===== config.mk =====
export PLATFORM = sky130hd
export DESIGN_NAME = sfd_cmd_decoder
export DESIGN_NICKNAME = d
export VERILOG_FILES = /design/src/rtl/sfd_pkg.sv /design/src/rtl/sfd_pin_sync.sv /design/src/rtl/sfd_byte_shifter.sv /design/src/rtl/sfd_seq_match.sv /design/src/rtl/sfd_cmd_decoder.sv
export SDC_FILE = /design/constraint.sdc
export NUM_CORES = 1
export LEC_CHECK = 0
export BUFFER_PORTS_ARGS = -buffer_cell sky130_fd_sc_hd__buf_2
export CORE_MARGIN = 3
export CORE_UTILIZATION = 54
export CTS_BUF_LIST = sky130_fd_sc_hd__clkbuf_2 sky130_fd_sc_hd__clkbuf_4 sky130_fd_sc_hd__clkbuf_8
export DETAILED_ROUTE_END_ITERATION = 12
export GPL_ROUTABILITY_DRIVEN = 0
export GPL_TIMING_DRIVEN = 0
export PLACE_DENSITY_LB_ADDON = 0.25
export SYNTH_ARGS = -nofsm -noshare
export SYNTH_HDL_FRONTEND = slang
export SYNTH_SLANG_ARGS = --single-unit

===== constraint.sdc =====
create_clock -name clk -period 2.3 [get_ports clk]
set_input_delay 0.46 -clock clk [delete_from_list [all_inputs] [get_ports clk]]
set_output_delay 0.46 -clock clk [all_outputs]
set_load 0.01 [all_outputs]

===== src/rtl/sfd_pkg.sv =====
package sfd_pkg;

  localparam int OP_W = 8;

  // opcode values recognised by the matcher
  localparam logic [OP_W-1:0] OP_PFX0     = 8'h3D;
  localparam logic [OP_W-1:0] OP_PFX1     = 8'h2A;
  localparam logic [OP_W-1:0] OP_PFX2     = 8'h7F;
  localparam logic [OP_W-1:0] OP_SEL_EN   = 8'hA9;
  localparam logic [OP_W-1:0] OP_SEL_DIS  = 8'h9A;
  localparam logic [OP_W-1:0] OP_SEL_ERS  = 8'hCF;
  localparam logic [OP_W-1:0] OP_SEL_PRG  = 8'hFC;
  localparam logic [OP_W-1:0] OP_CE0      = 8'hC7;
  localparam logic [OP_W-1:0] OP_CE1      = 8'h94;
  localparam logic [OP_W-1:0] OP_CE2      = 8'h80;
  localparam logic [OP_W-1:0] OP_CE3      = 8'h9A;
  localparam logic [OP_W-1:0] OP_SLEEP    = 8'hB9;
  localparam logic [OP_W-1:0] OP_WAKE     = 8'hAB;
  localparam logic [OP_W-1:0] OP_STATUS   = 8'hD7;

  // strobe vector bit positions
  localparam int STB_PROT_EN    = 0;
  localparam int STB_PROT_DIS   = 1;
  localparam int STB_PROT_ERASE = 2;
  localparam int STB_PROT_PROG  = 3;
  localparam int STB_CHIP_ERASE = 4;
  localparam int STB_PD_ENTER   = 5;
  localparam int STB_PD_EXIT    = 6;
  localparam int STB_STATUS     = 7;
  localparam int NUM_STB        = 8;

  typedef enum logic [2:0] {
    CMD_NONE,
    CMD_PROT_EN,
    CMD_PROT_DIS,
    CMD_PROT_ERASE,
    CMD_PROT_PROG,
    CMD_CHIP_ERASE,
    CMD_PD_ENTER,
    CMD_PD_EXIT
  } cmd_e;

  typedef enum logic [3:0] {
    SQ_FIRST,
    SQ_A1,
    SQ_A2,
    SQ_A3,
    SQ_B1,
    SQ_B2,
    SQ_B3,
    SQ_DONE,
    SQ_IGNORE
  } seq_e;

endpackage


===== src/rtl/sfd_pin_sync.sv =====
module sfd_pin_sync #(
  parameter int             W       = 3,
  parameter int             STAGES  = 2,
  parameter logic [W-1:0]   RST_VAL = '0
) (
  input  logic         clk,
  input  logic         rst,
  input  logic [W-1:0] din,
  output logic [W-1:0] dout
);

  logic [W-1:0] chain [STAGES];

  genvar g;
  generate
    for (g = 0; g < STAGES; g++) begin : g_stage
      if (g == 0) begin : g_first
        always_ff @(posedge clk) begin
          if (rst) chain[g] <= RST_VAL;
          else     chain[g] <= din;
        end
      end else begin : g_next
        always_ff @(posedge clk) begin
          if (rst) chain[g] <= RST_VAL;
          else     chain[g] <= chain[g-1];
        end
      end
    end
  endgenerate

  assign dout = chain[STAGES-1];

endmodule


===== src/rtl/sfd_byte_shifter.sv =====
module sfd_byte_shifter #(
  parameter int BYTE_W = 8
) (
  input  logic              clk,
  input  logic              rst,
  input  logic              frame_start,
  input  logic              bit_en,
  input  logic              bit_i,
  output logic [BYTE_W-1:0] byte_o,
  output logic              byte_done_o,
  output logic              aligned_o
);

  localparam int CNT_W = (BYTE_W > 1) ? $clog2(BYTE_W) : 1;
  localparam logic [CNT_W-1:0] LAST = CNT_W'(BYTE_W - 1);

  logic [BYTE_W-1:0] sh_q;
  logic [CNT_W-1:0]  cnt_q;
  logic              done_q;

  always_ff @(posedge clk) begin
    if (rst) begin
      sh_q   <= '0;
      cnt_q  <= '0;
      done_q <= 1'b0;
    end else if (frame_start) begin
      cnt_q  <= '0;
      done_q <= 1'b0;
    end else if (bit_en) begin
      sh_q   <= {sh_q[BYTE_W-2:0], bit_i};
      cnt_q  <= (cnt_q == LAST) ? '0 : cnt_q + 1'b1;
      done_q <= (cnt_q == LAST);
    end else begin
      done_q <= 1'b0;
    end
  end

  assign byte_o      = sh_q;
  assign byte_done_o = done_q;
  assign aligned_o   = (cnt_q == '0);

endmodule


===== src/rtl/sfd_seq_match.sv =====
module sfd_seq_match
  import sfd_pkg::*;
(
  input  logic            clk,
  input  logic            rst,
  input  logic            frame_start,
  input  logic            byte_done,
  input  logic [OP_W-1:0] byte_i,
  input  logic            pd_state,
  output cmd_e            cmd_o,
  output logic            status_hit_o
);

  seq_e st_q, st_d;
  cmd_e cmd_q, cmd_d;
  logic hit_d, hit_q;

  always_comb begin
    st_d  = st_q;
    cmd_d = cmd_q;
    hit_d = 1'b0;
    if (frame_start) begin
      st_d  = SQ_FIRST;
      cmd_d = CMD_NONE;
    end else if (byte_done) begin
      st_d  = SQ_IGNORE;
      cmd_d = CMD_NONE;
      unique case (st_q)
        SQ_FIRST: begin
          if (pd_state) begin
            if (byte_i == OP_WAKE) begin
              st_d  = SQ_DONE;
              cmd_d = CMD_PD_EXIT;
            end
          end else begin
            case (byte_i)
              OP_PFX0:   st_d = SQ_A1;
              OP_CE0:    st_d = SQ_B1;
              OP_SLEEP: begin
                st_d  = SQ_DONE;
                cmd_d = CMD_PD_ENTER;
              end
              OP_STATUS: hit_d = 1'b1;
              default:   st_d = SQ_IGNORE;
            endcase
          end
        end
        SQ_A1: if (byte_i == OP_PFX1) st_d = SQ_A2;
        SQ_A2: if (byte_i == OP_PFX2) st_d = SQ_A3;
        SQ_A3: begin
          case (byte_i)
            OP_SEL_EN:  begin st_d = SQ_DONE; cmd_d = CMD_PROT_EN;    end
            OP_SEL_DIS: begin st_d = SQ_DONE; cmd_d = CMD_PROT_DIS;   end
            OP_SEL_ERS: begin st_d = SQ_DONE; cmd_d = CMD_PROT_ERASE; end
            OP_SEL_PRG: begin st_d = SQ_DONE; cmd_d = CMD_PROT_PROG;  end
            default:    st_d = SQ_IGNORE;
          endcase
        end
        SQ_B1: if (byte_i == OP_CE1) st_d = SQ_B2;
        SQ_B2: if (byte_i == OP_CE2) st_d = SQ_B3;
        SQ_B3: begin
          if (byte_i == OP_CE3) begin
            st_d  = SQ_DONE;
            cmd_d = CMD_CHIP_ERASE;
          end
        end
        default: st_d = SQ_IGNORE;
      endcase
    end
  end

  always_ff @(posedge clk) begin
    if (rst) begin
      st_q  <= SQ_FIRST;
      cmd_q <= CMD_NONE;
      hit_q <= 1'b0;
    end else begin
      st_q  <= st_d;
      cmd_q <= cmd_d;
      hit_q <= hit_d;
    end
  end

  assign cmd_o        = (st_q == SQ_DONE) ? cmd_q : CMD_NONE;
  assign status_hit_o = hit_q;

endmodule


===== src/rtl/sfd_cmd_decoder.sv =====
module sfd_cmd_decoder
  import sfd_pkg::*;
#(
  parameter int SYNC_STAGES = 2
) (
  input  logic clk,
  input  logic rst,
  input  logic sck_i,
  input  logic cs_n_i,
  input  logic si_i,
  input  logic busy_i,
  output logic prot_en_o,
  output logic prot_dis_o,
  output logic prot_erase_o,
  output logic prot_prog_o,
  output logic chip_erase_o,
  output logic pd_enter_o,
  output logic pd_exit_o,
  output logic status_rd_o,
  output logic pd_state_o
);

  // pin order in the synchroniser: {cs_n, sck, si}
  localparam logic [2:0] PIN_RST = 3'b100;

  logic [2:0] pins_s;
  logic       sck_s, cs_n_s, si_s;
  logic       sck_prev_q, cs_n_prev_q;
  logic       sck_rise, cs_fall, cs_rise, bit_en;

  logic [OP_W-1:0] byte_w;
  logic            byte_done, aligned;
  cmd_e            pend_cmd;
  logic            status_hit;

  logic [NUM_STB-1:0] stb_d, stb_q;
  logic               pd_d, pd_q;
  logic               fire;

  sfd_pin_sync #(
    .W       (3),
    .STAGES  (SYNC_STAGES),
    .RST_VAL (PIN_RST)
  ) u_sync (
    .clk  (clk),
    .rst  (rst),
    .din  ({cs_n_i, sck_i, si_i}),
    .dout (pins_s)
  );

  assign cs_n_s = pins_s[2];
  assign sck_s  = pins_s[1];
  assign si_s   = pins_s[0];

  always_ff @(posedge clk) begin
    if (rst) begin
      sck_prev_q  <= 1'b0;
      cs_n_prev_q <= 1'b1;
    end else begin
      sck_prev_q  <= sck_s;
      cs_n_prev_q <= cs_n_s;
    end
  end

  assign sck_rise = sck_s & ~sck_prev_q;
  assign cs_fall  = ~cs_n_s & cs_n_prev_q;
  assign cs_rise  = cs_n_s & ~cs_n_prev_q;
  assign bit_en   = sck_rise & ~cs_n_s;

  sfd_byte_shifter #(
    .BYTE_W (OP_W)
  ) u_shift (
    .clk         (clk),
    .rst         (rst),
    .frame_start (cs_fall),
    .bit_en      (bit_en),
    .bit_i       (si_s),
    .byte_o      (byte_w),
    .byte_done_o (byte_done),
    .aligned_o   (aligned)
  );

  sfd_seq_match u_match (
    .clk          (clk),
    .rst          (rst),
    .frame_start  (cs_fall),
    .byte_done    (byte_done),
    .byte_i       (byte_w),
    .pd_state     (pd_q),
    .cmd_o        (pend_cmd),
    .status_hit_o (status_hit)
  );

  assign fire = cs_rise & aligned & ~busy_i & (pend_cmd != CMD_NONE);

  always_comb begin
    stb_d = '0;
    pd_d  = pd_q;
    if (fire) begin
      unique case (pend_cmd)
        CMD_PROT_EN:    stb_d[STB_PROT_EN]    = 1'b1;
        CMD_PROT_DIS:   stb_d[STB_PROT_DIS]   = 1'b1;
        CMD_PROT_ERASE: stb_d[STB_PROT_ERASE] = 1'b1;
        CMD_PROT_PROG:  stb_d[STB_PROT_PROG]  = 1'b1;
        CMD_CHIP_ERASE: stb_d[STB_CHIP_ERASE] = 1'b1;
        CMD_PD_ENTER: begin
          stb_d[STB_PD_ENTER] = 1'b1;
          pd_d                = 1'b1;
        end
        CMD_PD_EXIT: begin
          stb_d[STB_PD_EXIT] = 1'b1;
          pd_d               = 1'b0;
        end
        default: ;
      endcase
    end
    if (status_hit) stb_d[STB_STATUS] = 1'b1;
  end

  always_ff @(posedge clk) begin
    if (rst) begin
      stb_q <= '0;
      pd_q  <= 1'b0;
    end else begin
      stb_q <= stb_d;
      pd_q  <= pd_d;
    end
  end

  assign prot_en_o    = stb_q[STB_PROT_EN];
  assign prot_dis_o   = stb_q[STB_PROT_DIS];
  assign prot_erase_o = stb_q[STB_PROT_ERASE];
  assign prot_prog_o  = stb_q[STB_PROT_PROG];
  assign chip_erase_o = stb_q[STB_CHIP_ERASE];
  assign pd_enter_o   = stb_q[STB_PD_ENTER];
  assign pd_exit_o    = stb_q[STB_PD_EXIT];
  assign status_rd_o  = stb_q[STB_STATUS];
  assign pd_state_o   = pd_q;

endmodule


After elaboration in Yosys (flattened, before gate mapping)
Memory sizes are Yosys's and may differ from the RTL's. Index checks and enable logic that the tools add are counted.

Bits in registers: 31. RAM bits: 6. Bits of input ports: 6. Output and inout bits: 9. Word-level logic and storage cells: 103. Memories: 1.

Add/subtract/negate cells: 1. Equality and inequality tests: 28. Mux-type cells: 33. Bitwise logic cells: 18. Reduce and logical (&&, ||, !) cells: 11.

Memories: u_sync.chain (depth 2, bits a word 3, rd ports 2, clocked after memory_dff 0, wr ports 2, line sfd_pin_sync.sv:12) `logic [W-1:0] chain [STAGES];`.

Operators with widths (count): $eq 8x8->1 const B (10); $mux 4 (8); $pmux 4 s7 (1); $mux 3 (8); $eq 4x3->1 const B (4); $eq 8x6->1 const B (2); $eq 3x3->1 const B (5); $mux 1 (12); $pmux 3 s4 (1); $pmux 4 s3 (1); $not 1->1 (9); $pmux 3 s3 (1); $eq 4x2->1 const B (2); $eq 8x7->1 const B (1); $and 1x1->1 (7); $eq 3x2->1 const B (2); $reduce_or 5->1 (1); $eq 4x1->1 const B (1); $logic_not 4->1 (1); $reduce_and 2->1 (2); $reduce_or 2->1 (2); $reduce_or 4->1 (1); $add 3x1->3 const B (1); $eq 3x1->1 const B (1); other kinds (6) (7).

Longest topological paths before layout
Gate-level depths: netlist of the first run.

Depth after elaboration: 7. Depth in mapped cells: 7. Depth with buffers taken out: 7.

Modules after synthesis
A second synthesis of the first run with hierarchy kept.

Cell total of the unflattened synthesis: 222. Area, all modules: 1918.1 µm².

By module, submodules not included: sfd_seq_match (instances 1, cells an instance 123, area each 913.4 µm²); sfd_byte_shifter (instances 1, cells an instance 57, area each 489.2 µm²); sfd_cmd_decoder (instances 1, cells an instance 30, area each 357.8 µm²); sfd_pin_sync (instances 1, cells an instance 12, area each 157.7 µm²).

Worst setup path before layout of the first run
OpenSTA, ideal clock, no wires.

Path kind: register to register. Start point: register u_shift.sh_q[6] (netlist: u_shift.byte_o[6]). End point: register u_match.st_q[2]. Arrival time: 1.680 ns. Required time: 2.212 ns. Setup slack: 0.531 ns. Cell stages (with the launch flop): 5. Path through: dfxtp_1 or4b_4 or4_4 o211a_1 a311oi_2.

Word-level cells in the longest chain between the ends: 4.

RTL lines: start, declared (line sfd_byte_shifter.sv:17) `logic [BYTE_W-1:0] sh_q;`; start signal, assigned (line sfd_byte_shifter.sv:30) `sh_q <= {sh_q[BYTE_W-2:0], bit_i};`; $eq 8x8->1 (tied with other cells) (line sfd_seq_match.sv:36) `case (byte_i)`; $pmux 4 s3 (tied with other cells) (line sfd_seq_match.sv:36); $mux 4 (on tied branches) (line sfd_seq_match.sv:30, sfd_seq_match.sv:51); $pmux 4 s7 * (line sfd_seq_match.sv:28) `unique case (st_q)`; end signal, assigned (line sfd_seq_match.sv:78) `st_q <= st_d;`; end, declared (line sfd_seq_match.sv:14) `seq_e st_q, st_d;`.

Every way passes the cells marked *; elsewhere a longest branch is shown, timed or not. A chain may end at the register's enable or synchronous reset.

Worst setup path in the final report of the first run
Ends and elaborated chain as after synthesis.

==> run summary, run 1 <==
Status -> complete, no violations
Worst-path cell chain -> or4b_4, or3_1, o211ai_1, nand2_1, a311oi_2
CTS tree -> built
Startpoint Class -> flop
Initial antenna violation count -> 0
RR Startpoint -> u_shift.byte_o[6]
Clk root buf -> clkbuf_4
Most frequent cell after synthesis -> nand2_1
Drt pass-1 iters -> 5
Worst-path fanout max -> 8
Post-synth top area cell -> dfxtp_1
Worst stage delay on the critical path -> 600 ps
Largest net degree at the start of global routing -> 13
Worst-margin pin slew -> 771.5 ps
WL final -> 4.151 mm
Yosys warning count -> 0
Total power -> 1.038 mW
Period utilisation layout -> 86.45%
Pleak -> 0.6930 nW
Core area -> 3203 um^2
Commonest register cell after synthesis -> dfxtp_1
# fillers -> 290
Area Overhead vs Synth -> 10.03%
Worst r2r path cells -> 5
Nature of the critical path endpoint -> flop
Share of the synthesized area in the top cell type -> 39.08%
Crit Path Class -> reg2reg
Internal reg-to-reg setup slack -> 310 ps
Clock latency on the worst-skew pair -> 350 ps
Cts bufs inserted -> 5
Hold Startpoint -> cs_n_i
Worst hold endpoint -> u_sync.chain[0][2]
Final ANT Viol Nets -> 0
Final #Nets -> 266
Crit path buffers/inverters -> 0
Layout cells sized above 1 -> 13.18%
DPL Wire Length -> 3.093 mm
Sequential-to-total area share from yosys stat -> 39.08%
Vias in the first global route -> 1531
CP Data Required Time -> 2560 ps
I/O pin cnt -> 15
Final instance area -> 2086 um^2
Final core occ -> 65.12%
FF+latch count, synth -> 37
CTS resizes -> 0
TNS Setup -> 0 ps
Synth Area in XOR/XNOR -> 0.9241%
Simple-gate share of the synthesized area -> 37.03%
Cell Area, Synth -> 1896 um^2
Post-synth cell types -> 48
CP delay by family, top -> simple AND/OR/NAND/NOR gates
Sink Count -> 37
Post-CTS Hold Buffers -> 0
Number of setup buffers added after CTS -> 0
Initial Utilization -> 59.18%
Die area -> 4257 um^2
Row Count -> 20
Reg-to-reg endpoint -> u_match.st_q[2]
Die width -> 65.25 um
Top cells by area, synth -> dfxtp_1, nand2_1, a21oi_1, nor2_1, nand2b_1
Proportion of synthesized area in mux cells -> 1.584%
Clk slew on worst S/H paths -> 100 ps
Starting DRT DRC Count -> 194
Clock Skew -> 13.73 ps
Commonest cells in the netlist -> nand2_1, dfxtp_1, a21oi_1, nor2_1
Via density -> 5.897
Max capacitance violation total -> 0
Detailed-route DRC error count -> 0
Final hold vios -> 0
Peak VDD IR -> 0.4086 mV
First-pass GRT wire length -> 7.093 mm
Adder-Cell Fraction of Synth Area -> 1.980%
Crit path DAT -> 2250 ps
Wire length per cell -> 13.75 um
Max Slew Vio Count -> 0
Final non-filler cell total -> 302
RSZ-0062 raised after global routing -> false
Port Buffers -> 14
Number of synthesized flops with an enable pin -> 0
Dpl cell area -> 2021 um^2
Mean Syn Cell Area -> 8.032 um^2
Async S/R FF share, synth -> 0%
CP max-delay cell -> or4b_4
Cell depth of the worst min-delay path -> 2
ANT cells -> 0
Cells after synthesis -> 236
Total grt overflow -> 0
Vias -> 1781
Min Clock Period, post-route -> 1988 ps
GRT Overall Usage -> 21.62%
Hold Crit Class -> in2reg
Largest family of logic cells by synthesized area -> simple AND/OR/NAND/NOR gates
Placed Instances -> 294
Pwr Density -> 497.6 nW/um^2
Longest Clk Path Bufs -> 2
Worst slew margin -> 48.26%
Syn_nets -> 245
Final setup vio count -> 0
Max Clock Freq -> 502.9 MHz
Die height -> 65.25 um
H-tree depth reported by CTS -> 2
Synth Area in Compound Gates -> 15.64%
[cells by family (layout without fill, tap and decap cells)]
| family | after synthesis | count (layout) |
|---|---|---|
| compound gates | 45 | 45 |
| flops | 37 | 37 |
| buf+inv | 18 | 40 |
| xor+xnor | 2 | 2 |
| mux | 3 | 3 |
| simple gates | 128 | 128 |
| fa+ha+maj | 3 | 3 |
[where the power goes]
group	internal, mW	leakage (nW)	switching (mW)
logic	0.00972	0.355	0.0144
registers	0.646	0.299	0.00250
clock network	0.149	0.0382	0.216
[worst reg2reg max path: stages (launching register included)]
cell and delay, ps:
dfxtp_1 380, or4b_4 600, or3_1 350, o211ai_1 150, nand2_1 140, a311oi_2 280
[cells in the final DEF, fill, tap and decap left out, types with 3 or more instances in the layout]
cell type	n
nor4_1	8
ha_1	3
buf_2	14
nand3b_1	4
and4b_1	3
nor3_1	10
clkbuf_1	10
dfxtp_1	37
a31oi_1	4
clkbuf_4	5
inv_1	6
nor2b_1	7
nand2b_1	9
nand2_1	41
nor2_1	16
and3_1	3
a21oi_1	16
o21ai_0	8
or2_2	6
mux2i_1	3
or3_1	4
[layout make-up]
cell class	instances	area [um^2]	area share [%]
clock inverter	2	13.76	0.6599
clock buffer	6	51.30	2.460
multi-input combinational	181	1084	51.95
buffer	12	48.80	2.340
tap	44	55.05	2.639
sequential	37	740.7	35.51
timing repair buffer	14	70.07	3.359
inverter	6	22.52	1.080
[per-layer routing]
metal,routed length [um],vias up,global-route usage [%],part of all wire (%)
li1,-,893,-,-
met1,1917,798,29.38,46
met2,1862,84,33.25,45
met3,322,6,5.812,7.8
met4,48,0,6.995,1.2
met5,0,-,0,0
[how the worst max path moves through the flow]
stage                       from         endpoint  slack (ps)  depth (start not counted)
2_1_floorplan  u_shift.byte_o[6]  u_match.st_q[2]         530                          4
3_3_place_gp   u_shift.byte_o[6]  u_match.st_q[2]         370                          5
3_5_place_dp   u_shift.byte_o[1]  u_match.st_q[2]         380                          6
4_1_cts        u_shift.byte_o[1]  u_match.st_q[2]         330                          6
5_1_grt        u_shift.byte_o[3]  u_match.st_q[3]         110                          6
6_report       u_shift.byte_o[6]  u_match.st_q[2]         310                          5
[registers in the layout, summed over array words and instances (netlist names)]
| signal | flops |
|---|---|
| cs_n_prev_q | 1 |
| u_shift.cnt_q | 3 |
| u_match.status_hit_o | 1 |
| u_shift.byte_done_o | 1 |
| u_shift.byte_o | 8 |
| sck_prev_q | 1 |
| u_sync.chain | 6 |
| pd_state_o | 1 |
| stb_q | 8 |
| u_match.st_q | 4 |
| u_match.cmd_q | 3 |
[stage by stage]
step | worst slack [ps] | hold WS, ps
2_1_floorplan | 531.4 | 389.5
3_3_place_gp | 365.9 | 392.0
3_5_place_dp | 380.3 | 397.1
4_1_cts | 334.3 | 281.4
5_1_grt | 112.6 | 292.4
6_report | 311.7 | 295.5
Power figures use the tool's default switching activity.
==> inputs of run 2 (changes only) <==
- PLACE_DENSITY: default -> 0.69
- PLACE_DENSITY_LB_ADDON: 0.25 -> default
==> run summary, run 2 (synthesis gave the netlist of run 1 again) <==
Startpoint Class -> flop
Longest Clk Path Bufs -> 2 (unchanged)
ANT cells -> 0 (unchanged)
Most frequent cells in the layout -> nand2_1, dfxtp_1, nor2_1, a21oi_1, buf_2
Final instance area -> 2074 um^2 (-0.54%)
Nature of the critical path endpoint -> flop
Final #Nets -> 266 (unchanged)
RSZ-0062 raised after global routing -> false
Max capacitance violation total -> 0 (unchanged)
Area Overhead vs Synth -> 9.439%
Internal reg-to-reg setup slack -> 290 ps (-20 ps)
Clock Skew -> 9.753 ps (-3.976 ps)
Layout cells sized above 1 -> 12.84% (-0.34 points)
Worst-path fanout max -> 9 (+1)
Number of setup buffers added after CTS -> 0 (unchanged)
Row Count -> 20 (unchanged)
Die width -> 65.25 um (unchanged)
GRT Overall Usage -> 22.27% (+0.65 points)
Worst slew margin -> 49.42% (+1.2 points)
Core area -> 3203 um^2 (unchanged)
Post-CTS Hold Buffers -> 0 (unchanged)
Crit path DAT -> 2240 ps (about the same)
I/O pin cnt -> 15 (unchanged)
Dpl cell area -> 2021 um^2 (unchanged)
Clock latency on the worst-skew pair -> 350 ps (about the same)
Sink Count -> 37 (unchanged)
Placed Instances -> 294 (unchanged)
Clk slew on worst S/H paths -> 120 ps (+20 ps)
Worst r2r path cells -> 6 (+1)
Largest net degree at the start of global routing -> 12 (-1)
Die height -> 65.25 um (unchanged)
Via density -> 5.970 (+1.2%)
# fillers -> 299 (+3.1%)
Worst setup endpoint -> u_match.st_q[3]
Vias in the first global route -> 1660 (+8.4%)
H-tree depth reported by CTS -> 2 (unchanged)
Pwr Density -> 490.3 nW/um^2 (-1.5%)
Status -> complete, no violations
Final setup vio count -> 0 (unchanged)
Reg-to-reg endpoint -> u_match.st_q[3]
Drt pass-1 iters -> 4 (-1)
RR Startpoint -> u_shift.byte_o[3]
Final hold vios -> 0 (unchanged)
Detailed-route DRC error count -> 0 (unchanged)
Max Slew Vio Count -> 0 (unchanged)
Clk root buf -> clkbuf_4
Crit path from -> u_shift.byte_o[3]
Total grt overflow -> 0 (unchanged)
Pleak -> 0.6865 nW (-0.94%)
Wire length per cell -> 14.25 um (+3.7%)
Initial Utilization -> 59.18% (unchanged)
Final ANT Viol Nets -> 0 (unchanged)
CTS resizes -> 0 (unchanged)
Peak VDD IR -> 0.3384 mV (-17%)
Crit Path Class -> reg2reg
Starting DRT DRC Count -> 153 (-21%)
CTS tree -> built
WL final -> 4.290 mm (+3.3%)
CP Data Required Time -> 2530 ps (-30 ps)
Min Clock Period, post-route -> 2013 ps (+24.85 ps)
Port Buffers -> 14 (unchanged)
DPL Wire Length -> 3.308 mm (+7.0%)
Final non-filler cell total -> 301 (-0.33%)
Period utilisation layout -> 87.53% (+1.1 points)
Vias -> 1797 (+0.90%)
TNS Setup -> 0 ps (unchanged)
Commonest non-fill, non-tap cell in the layout -> nand2_1
Cts bufs inserted -> 5 (unchanged)
Worst-margin pin slew -> 754.2 ps (-17.28 ps)
Max Clock Freq -> 496.7 MHz (-1.2%)
Die area -> 4257 um^2 (unchanged)
Hold Crit Class -> in2reg
First-pass GRT wire length -> 7.438 mm (+4.9%)
Initial antenna violation count -> 0 (unchanged)
-- run 2: cell types whose count changed in the layout (fill, tap and decap cells not counted) --
cell / delta
clkinv_2: -1
clkbuf_8: -1
clkbuf_4: +1
-- run 2: per-stage QoR --
step           setup WS [ps]  hold WS [ps]  power, mW  util [%]
2_1_floorplan          531.4         389.5     0.6780         -
3_3_place_gp           387.9         394.4     0.6867     63.09
3_5_place_dp           314.6         403.2     0.6876     63.09
4_1_cts                291.8         284.7      1.027     64.77
5_1_grt                94.35         288.6      1.064     64.77
6_report               286.8         296.5      1.017     64.77
-- run 2: per-layer routing --
metal	global-route usage [%]	vias up	part of all wire, %
met2	35.65	78	46
met1	29.17	820	43
met4	6.736	0	1.7
met3	6.154	10	8.6
li1	-	889	-
met5	0	-	0
-- run 2: worst min path at each step --
stage	startpoint	end	cells after the start
after floorplan	u_sync.chain[0][2]	u_sync.chain[1][2]	1
after global placement	u_sync.chain[0][2]	u_sync.chain[1][2]	1
after detailed placement	u_sync.chain[0][2]	u_sync.chain[1][2]	1
after CTS	cs_n_i	u_sync.chain[0][2]	2
after global routing	cs_n_i	u_sync.chain[0][2]	2
final	cs_n_i	u_sync.chain[0][2]	2
-- run 2: where the power goes --
part | switching (mW) | internal (mW) | leakage, nW
combinational | 0.0141 | 0.00972 | 0.355
sequential | 0.00243 | 0.646 | 0.299
clock | 0.217 | 0.128 | 0.0317
-- run 2: worst max-delay path, cell delays in order (launching register included) --
cell and delay (ps):
dfxtp_1 320, clkbuf_1 270, nand2_1 250, o41ai_1 360
nand2_1 90, a2111oi_0 460, a31oi_1 140
-- run 2: layout make-up --
cell class              instances  area (um^2)  area share [%]
multi-input cells             181         1084           52.23
flip-flops and latches         37        740.7           35.71
repair buffers                 14        70.07           3.378
well taps                      44        55.05           2.654
plain buffers                  12        48.80           2.352
clock buffers                   6        45.04           2.171
inverters                       6        22.52           1.086
clock inverters                 1        8.758          0.4222
